### config.mk
export PLATFORM = sky130hd
export DESIGN_NAME = lpc_cycle_monitor
export DESIGN_NICKNAME = d
export VERILOG_FILES = /design/src/rtl/lpc_cycle_monitor.sv
export SDC_FILE = /design/constraint.sdc
export NUM_CORES = 1
export LEC_CHECK = 0
export ABC_AREA = 1
export BUFFER_PORTS_ARGS = -buffer_cell sky130_fd_sc_hd__buf_2
export CORE_MARGIN = 2
export CORE_UTILIZATION = 55
export CTS_CLUSTER_SIZE = 24
export DETAILED_ROUTE_END_ITERATION = 6
export GPL_ROUTABILITY_DRIVEN = 0
export PLACE_DENSITY = 0.77
export SLEW_MARGIN = 40
export SYNTH_ARGS = -nofsm -noshare
export SYNTH_HDL_FRONTEND = slang
export SYNTH_SLANG_ARGS = --single-unit
### constraint.sdc
create_clock -name clk -period 5.5 [get_ports clk]
set_clock_uncertainty 0.2 [all_clocks]
set_input_delay 0.55 -clock clk [delete_from_list [all_inputs] [get_ports clk]]
set_output_delay 0.55 -clock clk [all_outputs]
set_load 0.01 [all_outputs]
### src/rtl/lpc_cycle_monitor.sv
module lpc_cycle_monitor #(
  parameter int WAIT_W = 8
) (
  input  logic              clk,
  input  logic              rst_n,
  input  logic              frame_n,
  input  logic [3:0]        nib,
  input  logic [WAIT_W-1:0] wait_limit,
  output logic              rec_valid,
  output logic [3:0]        rec_start,
  output logic [2:0]        rec_kind,
  output logic [31:0]       rec_addr,
  output logic [7:0]        rec_data,
  output logic [3:0]        rec_sync,
  output logic [1:0]        rec_status,
  output logic              flag_start_glitch,
  output logic              flag_bad_kind,
  output logic              flag_turn,
  output logic              flag_sync_rsvd,
  output logic              flag_timeout
);

  typedef enum logic [2:0] {
    S_IDLE, S_START, S_ADDR, S_TAR1, S_SYNC, S_DATA, S_TAR2
  } phase_t;

  phase_t            state;
  logic [3:0]        start_nib;
  logic [2:0]        kind;
  logic [31:0]       addr;
  logic [7:0]        data;
  logic [3:0]        sync_code;
  logic [2:0]        cnt;
  logic [WAIT_W-1:0] wait_cnt;
  logic              turn_bad;

  wire is_wait   = (nib == 4'b0101) || (nib == 4'b0110);
  wire sync_ok   = (nib == 4'b0000) || (nib == 4'b1001) || (nib == 4'b1010);
  wire [2:0] addr_last = kind[1] ? 3'd7 : 3'd3;
  wire nib_turn_bad = (nib != 4'b1111);
  wire busy = (state != S_IDLE) && (state != S_START);

  always_ff @(posedge clk or negedge rst_n) begin
    if (!rst_n) begin
      state <= S_IDLE;
      start_nib <= '0;
      kind <= '0;
      addr <= '0;
      data <= '0;
      sync_code <= '0;
      cnt <= '0;
      wait_cnt <= '0;
      turn_bad <= 1'b0;
      rec_valid <= 1'b0;
      rec_start <= '0;
      rec_kind <= '0;
      rec_addr <= '0;
      rec_data <= '0;
      rec_sync <= '0;
      rec_status <= '0;
      flag_start_glitch <= 1'b0;
      flag_bad_kind <= 1'b0;
      flag_turn <= 1'b0;
      flag_sync_rsvd <= 1'b0;
      flag_timeout <= 1'b0;
    end else begin
      rec_valid <= 1'b0;
      if (busy && !frame_n) begin
        state <= S_START;
        start_nib <= nib;
      end else begin
        case (state)
          S_IDLE: if (!frame_n) begin
            state <= S_START;
            start_nib <= nib;
          end
          S_START: begin
            if (!frame_n) begin
              if (nib != start_nib) flag_start_glitch <= 1'b1;
              start_nib <= nib;
            end else if (start_nib == 4'b1111) begin
              state <= S_IDLE;
            end else begin
              kind <= nib[3:1];
              addr <= '0;
              cnt <= '0;
              turn_bad <= 1'b0;
              if (nib[3:2] == 2'b11) begin
                flag_bad_kind <= 1'b1;
                state <= S_IDLE;
              end else if (nib[3]) begin
                state <= S_IDLE;
              end else begin
                state <= S_ADDR;
              end
            end
          end
          S_ADDR: begin
            addr <= {addr[27:0], nib};
            if (cnt == addr_last) begin
              cnt <= '0;
              state <= S_TAR1;
            end else begin
              cnt <= cnt + 3'd1;
            end
          end
          S_TAR1: begin
            if (nib_turn_bad) begin
              flag_turn <= 1'b1;
              turn_bad <= 1'b1;
            end
            if (cnt == 3'd1) begin
              cnt <= '0;
              wait_cnt <= '0;
              state <= S_SYNC;
            end else begin
              cnt <= cnt + 3'd1;
            end
          end
          S_SYNC: begin
            if (is_wait) begin
              if (wait_cnt == wait_limit) begin
                flag_timeout <= 1'b1;
                state <= S_IDLE;
              end else begin
                wait_cnt <= wait_cnt + 1'b1;
              end
            end else begin
              sync_code <= nib;
              if (!sync_ok) flag_sync_rsvd <= 1'b1;
              cnt <= '0;
              state <= S_DATA;
            end
          end
          S_DATA: begin
            if (cnt == 3'd0) begin
              data[3:0] <= nib;
              cnt <= 3'd1;
            end else begin
              data[7:4] <= nib;
              cnt <= '0;
              state <= S_TAR2;
            end
          end
          S_TAR2: begin
            if (nib_turn_bad) flag_turn <= 1'b1;
            if (cnt == 3'd1) begin
              cnt <= '0;
              state <= S_IDLE;
              rec_valid <= 1'b1;
              rec_start <= start_nib;
              rec_kind <= kind;
              rec_addr <= addr;
              rec_data <= data;
              rec_sync <= sync_code;
              rec_status <= {turn_bad | nib_turn_bad, sync_code == 4'b1010};
            end else begin
              if (nib_turn_bad) turn_bad <= 1'b1;
              cnt <= cnt + 3'd1;
            end
          end
          default: state <= S_IDLE;
        endcase
      end
    end
  end

  a_r11_single_pulse: assert property (@(posedge clk) disable iff (!rst_n)
    rec_valid |=> !rec_valid);
  a_r5_record_kind: assert property (@(posedge clk) disable iff (!rst_n)
    rec_valid |-> !rec_kind[2]);
  a_r6_io_zero_ext: assert property (@(posedge clk) disable iff (!rst_n)
    (rec_valid && !rec_kind[1]) |-> (rec_addr[31:16] == 16'h0));
  a_r4_no_abort_record: assert property (@(posedge clk) disable iff (!rst_n)
    rec_valid |-> (rec_start != 4'b1111));
  a_r3_glitch_sticky: assert property (@(posedge clk) disable iff (!rst_n)
    flag_start_glitch |=> flag_start_glitch);
  a_r7_turn_sticky: assert property (@(posedge clk) disable iff (!rst_n)
    flag_turn |=> flag_turn);
  a_r8_rsvd_sticky: assert property (@(posedge clk) disable iff (!rst_n)
    flag_sync_rsvd |=> flag_sync_rsvd);
  a_r9_timeout_sticky: assert property (@(posedge clk) disable iff (!rst_n)
    flag_timeout |=> flag_timeout);
  a_r2_idle_hold: assert property (@(posedge clk) disable iff (!rst_n)
    (state == S_IDLE && frame_n) |=> (state == S_IDLE));
  a_r12_restart: assert property (@(posedge clk) disable iff (!rst_n)
    (busy && !frame_n) |=> (state == S_START && !rec_valid));

endmodule

==> summary.md, run 1 <==
| Metric | Value |
|---|---|
| Status | `completed` |
| Post-synthesis mux area share | `0%` |
| CP Class | `reg -> reg` |
| N_diodes | `0` |
| Clock Tree Buf Depth | `2` |
| Initial DRC count | `around 220` |
| Adder-cell share of the synthesized area | `less than 1%` |
| Compound-Gate Fraction of Synth Area | `between 10 and 15%` |
| Total power | `3.38 mW` |
| CTS root buf | `clkbuf_8` |
| Largest family of logic cells by synthesized area | `simple AND/OR/NAND/NOR gates` |
| Cell Rows | `35` |
| Syn Std Cell Area | `5350 sq um` |
| Commonest non-fill, non-tap cells in the layout | `220 x nand2_1, 125 x dfrtp_1, 72 x buf_2` |
| Clock latency on the worst-skew pair | `520 ps` |
| Simple-Gate Fraction of Synth Area | `a little over 20%` |
| Critical Path RT | `5680 ps` |
| Post-synthesis cell count | `601` |
| Most common cell after layout, fill and taps aside | `nand2_1` |
| Register area | `3130 sq um` |
| I/O Pins | `74` |
| Slowest cell on crit path | `dfrtp_1` |
| Worst IR drop on VDD | `0.252 mV` |
| Initial antenna violation count | `0` |
| Global-route usage over all layers | `24.0%` |
| Syn_area_per_cell | `about 8.9 sq um` |
| # nets final | `between 600 and 700` |
| CP Cell Sequence | `inv_2 > or3_4 > nor2_4 > inv_2 > buf_4 > nand2_1 > o21ai_2` |
| CP peak stage delay | `530 ps` |
| Critical path's most frequent cell | `inv_2` |
| Post-DRT Antenna Nets | `0` |
| Endpoints failing setup | `0` |
| Fin Setup TNS | `0 ps` |
| CP bufs+invs | `3` |
| Via count | `4267` |
| TritonCTS buffer count | `17` |
| Die width | `slightly above 100 um` |
| Remaining global-route overflow | `0` |
| CP Capture Type | `register` |
| Max_slew headroom | `51.1%` |
| # Post-CTS Setup Buffers | `0` |
| Port buffer count | `73` |
| Fmax | `360 MHz` |
| PD cells | `530 nW/um^2` |
| First-pass GRT wire length | `slightly below 20 mm` |
| Seq cells post-synth | `125` |
| Post-synth ARST share | `100%` |
| Critical Path Start Type | `register` |
| Final slew viol count | `0` |
| # clock sinks | `between 100 and 150` |
| Max cap viols | `0` |
| Drt drc | `0` |
| Die area | `10500 sq um` |
| Hold WC Path Type | `in -> reg` |
| Via/cell ratio | `approximately 5.2` |
| DR WL/cell | `roughly 14 um` |
| Yosys warning total | `0` |
| Initial core utilization | `57.4%` |
| Final Hold Vio Count | `0` |
| RSZ-0062 raised after global routing | `no` |
| LEAKAGE | `~3.2 nW` |
| Most used flip-flop cell after synthesis | `dfrtp_1` |
| Tmin final | `around 2800 ps` |
| Period utilization | `between 50% and 60%` |
| H-tree depth | `4` |
| Largest delay contributor family on the critical path | `simple AND/OR/NAND/NOR gates` |
| Drt total wl | `11.6 mm` |
| Share of layout cells above drive strength 1 | `19.1%` |
| Synth cell types | `31` |
| Area of the multi-input gates | `1890 sq um` |
| Die height | `103 um` |
| Synth Area in XOR/XNOR | `2.46%` |
| Area Overhead vs Synth | `19.3%` |
| Sequential area share after synthesis | `58.5%` |
| Clk pin slew, worst setup/hold paths | `60 ps` |
| Vias in the first global route | `4154` |
| Core area | `about 9300 sq um` |
| CTS tree | `built` |
| DP Wirelength | `7.40 mm` |
| # fillers | `between 700 and 800` |
| CP Max Fanout | `72` |
| Syn_nets | `620` |
| Worst Tran Pin Value | `734 ps` |
| Largest net degree at the start of global routing | `83` |
| Arr. time, crit path | `2960 ps` |
| Initial DRT Pass Iterations | `5` |
| Post-synth EDFFs | `0` |
## report_power, final
| part | internal, mW | total (mW) | switching [mW] |
|---|---|---|---|
| combinational | 0.332 | 0.925 | 0.593 |
| clock | 0.666 | 1.10 | 0.431 |
| sequential | 1.19 | 1.36 | 0.169 |
## metrics by stage
stage	std cells	instance area, sq um	setup WS (ps)	util, %	hold slack (ps)
final	819	6380	2720	68.5	174
after global routing	819	6380	2510	68.5	199
after CTS	819	6380	2740	68.5	168
after detailed placement	786	5790	2780	62.0	258
after global placement	786	5780	2870	62.0	254
after floorplan	601	5350	3600	-	54.4
## metal layers
layer	up-vias	GRT usage, %	wire, um
li1	2064	-	-
met1	2060	32.2	5180
met2	120	38.6	5590
met3	23	4.95	585
met4	0	9.74	204
met5	-	0	0
## area by class of cell
type | instances | share of cell area, %
flip-flops and latches | 125 | 49.0
inverters | 56 | 3.29
clock buffers | 18 | 6.70
well taps | 129 | 2.53
multi-input cells | 400 | 29.6
repair buffers | 77 | 6.33
clock inverters | 14 | 2.53
## cells in the mapped netlist (3+ instances only)
library cell | n | area [sq um]
clkbuf_1 | 6 | 22.5
ha_1 | 4 | 50.1
o21ai_1 | 26 | 130
nand2_1 | 221 | 830
o21ai_2 | 10 | 87.6
o21bai_1 | 3 | 22.5
inv_1 | 52 | 195
dfrtp_1 | 125 | 3130
nand3_1 | 26 | 130
a21oi_1 | 5 | 25.0
o21ai_0 | 57 | 285
nor2_1 | 14 | 52.6
buf_6 | 5 | 56.3
inv_2 | 4 | 15.0
buf_2 | 8 | 40.0
nand4_1 | 5 | 31.3
xor2_1 | 3 | 26.3
xnor2_1 | 12 | 105
## path summary, 6_finish.rpt
check	from	endpoint	slack (ps)	cells past startpoint
max	state[2]$_DFFE_PN0P_	rec_addr[20]$_DFFE_PN0P_	2720	7
min	nib[2]	flag_bad_kind$_DFFE_PN0P_	170	3
max reg2reg	state[2]$_DFFE_PN0P_	rec_addr[20]$_DFFE_PN0P_	2720	7
min reg2reg	rec_data[4]$_DFFE_PN0P_	rec_data[4]$_DFFE_PN0P_	270	2
max in group asynchronous	rst_n	sync_code[3]$_DFFE_PN0P_	3600	3
min in group asynchronous	rst_n	rec_addr[10]$_DFFE_PN0P_	440	2
## registers in the layout, indices dropped and copies added (netlist names), 2 cells and up
signal,count
rec_kind,3
data,8
rec_start,4
sync_code,4
rec_data,8
cnt,3
start_nib,4
rec_sync,4
kind,3
rec_addr,32
rec_status,2
state,3
addr,32
wait_cnt,8
## worst register-to-register path, cell delays in order, from the launching register on
cell and delay, ps:
dfrtp_1 530, inv_2 150, or3_4 430, nor2_4 450, inv_2 230, buf_4 400
nand2_1 190, o21ai_2 60
## cells by family after synthesis
| kind of cell | after synthesis |
|---|---|
| AND/OR/NAND/NOR | 275 |
| XOR/XNOR | 15 |
| buffers and inverters | 76 |
| AO/OA/AOI/OAI | 106 |
| adder cells (fa/ha/maj) | 4 |
| flip-flops | 125 |
## what timing repair did
item	in CTS	in global routing
hold buffers	1	0
endpoints found under the hold margin	81	0
resized for setup	0	0
(Power assumes the default switching activity.)
==> run 2: changes to the inputs <==
Clock period 5.5 ns to 2.67 ns, I/O delays scaled along.
==> summary.md, run 2 (synthesized netlist as in run 1, its figures left out) <==
| Metric | Value |
|---|---|
| Fmax | `~460 MHz` |
| Critical Path RT | `2880 ps` |
| LEAKAGE | `~3.3 nW` |
| Combinational Power Share | `28.3%` |
| CTS tree | `built` |
| Endpoints failing setup | `0` |
| # fillers | `736` |
| Hold WC Path Type | `in -> reg` |
| First-pass GRT wire length | `19.4 mm` |
| Share of layout cells above drive strength 1 | `18.5%` |
| Largest net degree at the start of global routing | `61` |
| Power Internal | `4.40 mW` |
| CTS resizes | `0` |
| Hold path cells | `4` |
| RSZ-0062 raised after global routing | `no` |
| Reg2reg start | `state[2]$_DFFE_PN0P_` |
| R2R depth | `7` |
| Via count | `4291` |
| CP Max Fanout | `10` |
| Finished Core Util | `68.7%` |
| Clock Tree Buf Depth | `2` |
| Via/cell ratio | `around 5.2` |
| Port buffer count | `73` |
| Slowest cell on crit path | `dfrtp_1` |
| N_diodes | `0` |
| PD cells | `1050 nW/um^2` |
| Initial antenna violation count | `0` |
| Die height | `between 100 and 150 um` |
| Clock power frac | `29.9%` |
| Max cap viols | `0` |
| CP Cell Sequence | `inv_2 > a21oi_2 > inv_1 > nand3_1 > o21ai_0 > nand3_1 > nand2_1` |
| Initial DRC count | `267` |
| Remaining global-route overflow | `0` |
| Critical Path Start Type | `register` |
| TritonCTS buffer count | `17` |
| Area Overhead vs Synth | `19.8%` |
| Vias in the first global route | `4179` |
| I/O Pins | `74` |
| CTS root buf | `clkbuf_8` |
| Period utilization | `80.9%` |
| Max_slew headroom | `57.6%` |
| Critical path's most frequent cell | `nand3_1` |
| Final slew viol count | `0` |
| Final Hold Vio Count | `0` |
| Post-DRT Antenna Nets | `0` |
| Worst Tran Pin Value | `636 ps` |
| Initial core utilization | `approximately 57%` |
| Clock latency on the worst-skew pair | `520 ps` |
| Hold path start | `nib[3]` |
| Register-to-register setup slack | `510 ps` |
| Cell Rows | `35` |
| CP peak stage delay | `roughly 540 ps` |
| Seq pwr share | `41.7%` |
| Drt drc | `0` |
| DR WL/cell | `between 10 and 15 um` |
| Global-route usage over all layers | `~24%` |
| Die area | `10500 sq um` |
| H-tree depth | `4` |
| Drt total wl | `11.4 mm` |
| CP Capture Type | `register` |
| CP startpoint | `state[2]$_DFFE_PN0P_` |
| CP Class | `reg -> reg` |
| Initial DRT Pass Iterations | `5` |
| Die width | `between 100 and 150 um` |
| Worst IR drop on VDD | `0.593 mV` |
| Most common cell after layout, fill and taps aside | `nand2_1` |
| P_sw | `between 2 and 2.5 mW` |
| Worst Hold End | `flag_start_glitch$_DFFE_PN0P_` |
| Switching part of the total | `34.5%` |
| Status | `completed` |
| Tmin final | `2160 ps` |
| Core area | `9330 sq um` |
| # nets final | `706` |
| Fin Setup TNS | `0 ps` |
| # clock sinks | `around 130` |
| DP Wirelength | `7.76 mm` |
| Arr. time, crit path | `approximately 2400 ps` |
| Worst flop-to-flop path endpoint | `state[2]$_DFFE_PN0P_` |
| Clk pin slew, worst setup/hold paths | `50 ps` |
| Biggest regs | `addr: 32 flops, rec_addr: 32 flops` |
| Commonest non-fill, non-tap cells in the layout | `221 x nand2_1, 125 x dfrtp_1, 72 x buf_2` |
run 2: cell types whose count changed in the layout (fill, tap and decap cells not counted), moves of 2 or more:
| cell | change |
|---|---|
| dlygate4sd3_1 | +6 |
| buf_4 | +4 |
| clkbuf_1 | +5 |
| clkinvlp_4 | -2 |
| clkinv_4 | -4 |
| inv_6 | -3 |
| clkinv_2 | +5 |
run 2: how the worst max path moves through the flow:
stage | end | slack (ps) | cells past startpoint
global placement | wait_cnt[5]$_DFFE_PN0P_ | 570 | 9
floorplan | rec_sync[3]$_DFFE_PN0P_ | 820 | 10
finish | state[2]$_DFFE_PN0P_ | 510 | 7
detailed placement | wait_cnt[5]$_DFFE_PN0P_ | 550 | 9
CTS | wait_cnt[4]$_DFFE_PN0P_ | 560 | 8
global route | wait_cnt[3]$_DFFE_PN0P_ | 320 | 8
run 2: worst max-delay path: cells and delay by family, from the launching register on:
family,cells,cell delay (ps)
AND/OR/NAND/NOR,3,490
buffers and inverters,2,360
AO/OA/AOI/OAI,2,460
flip-flops,1,540
run 2: layout make-up:
class / instances / area (sq um) / area share [%]
timing repair buffer: 87 / 503 / 7.85
tap: 129 / 161 / 2.52
clock inverter: 8 / 68.8 / 1.07
clock buffer: 23 / 447 / 6.97
sequential: 125 / 3130 / 48.8
multi-input combinational: 400 / 1890 / 29.5
inverter: 56 / 210 / 3.28
run 2: power groups by stage:
stage | registers [mW] | logic, mW | clock network, mW
2_1_floorplan | 2.92 | 1.08 | 0
3_3_place_gp | 2.80 | 1.82 | 0
3_5_place_dp | 2.82 | 1.89 | 0
4_1_cts | 2.80 | 1.92 | 2.04
5_1_grt | 2.87 | 2.18 | 2.13
6_report | 2.80 | 1.90 | 2.01
run 2: routing by layer:
layer | vias to the layer above | GRT usage (%) | wire length (um)
li1 | 2093 | - | -
met1 | 2041 | 31.8 | 5070
met2 | 135 | 38.6 | 5560
met3 | 22 | 5.90 | 592
met4 | 0 | 9.85 | 227
met5 | - | 0 | 0
run 2: timing repair:
item | in CTS | in global routing
hold buffers | 7 | 0
setup buffers | 0 | 0
hold endpoints to repair | 59 | 0
run 2: through the flow:
stage | power [mW] | hold slack [ps] | cells | setup WS, ps | instance area (sq um)
final | 6.72 | 18.9 | 828 | 511 | 6410
after global routing | 7.19 | 38.9 | 828 | 322 | 6410
after CTS | 6.76 | 7.27 | 828 | 565 | 6410
after detailed placement | 4.71 | 129 | 790 | 552 | 5820
after global placement | 4.61 | 125 | 790 | 566 | 5820
after floorplan | 4.00 | -229 | 601 | 821 | 5350
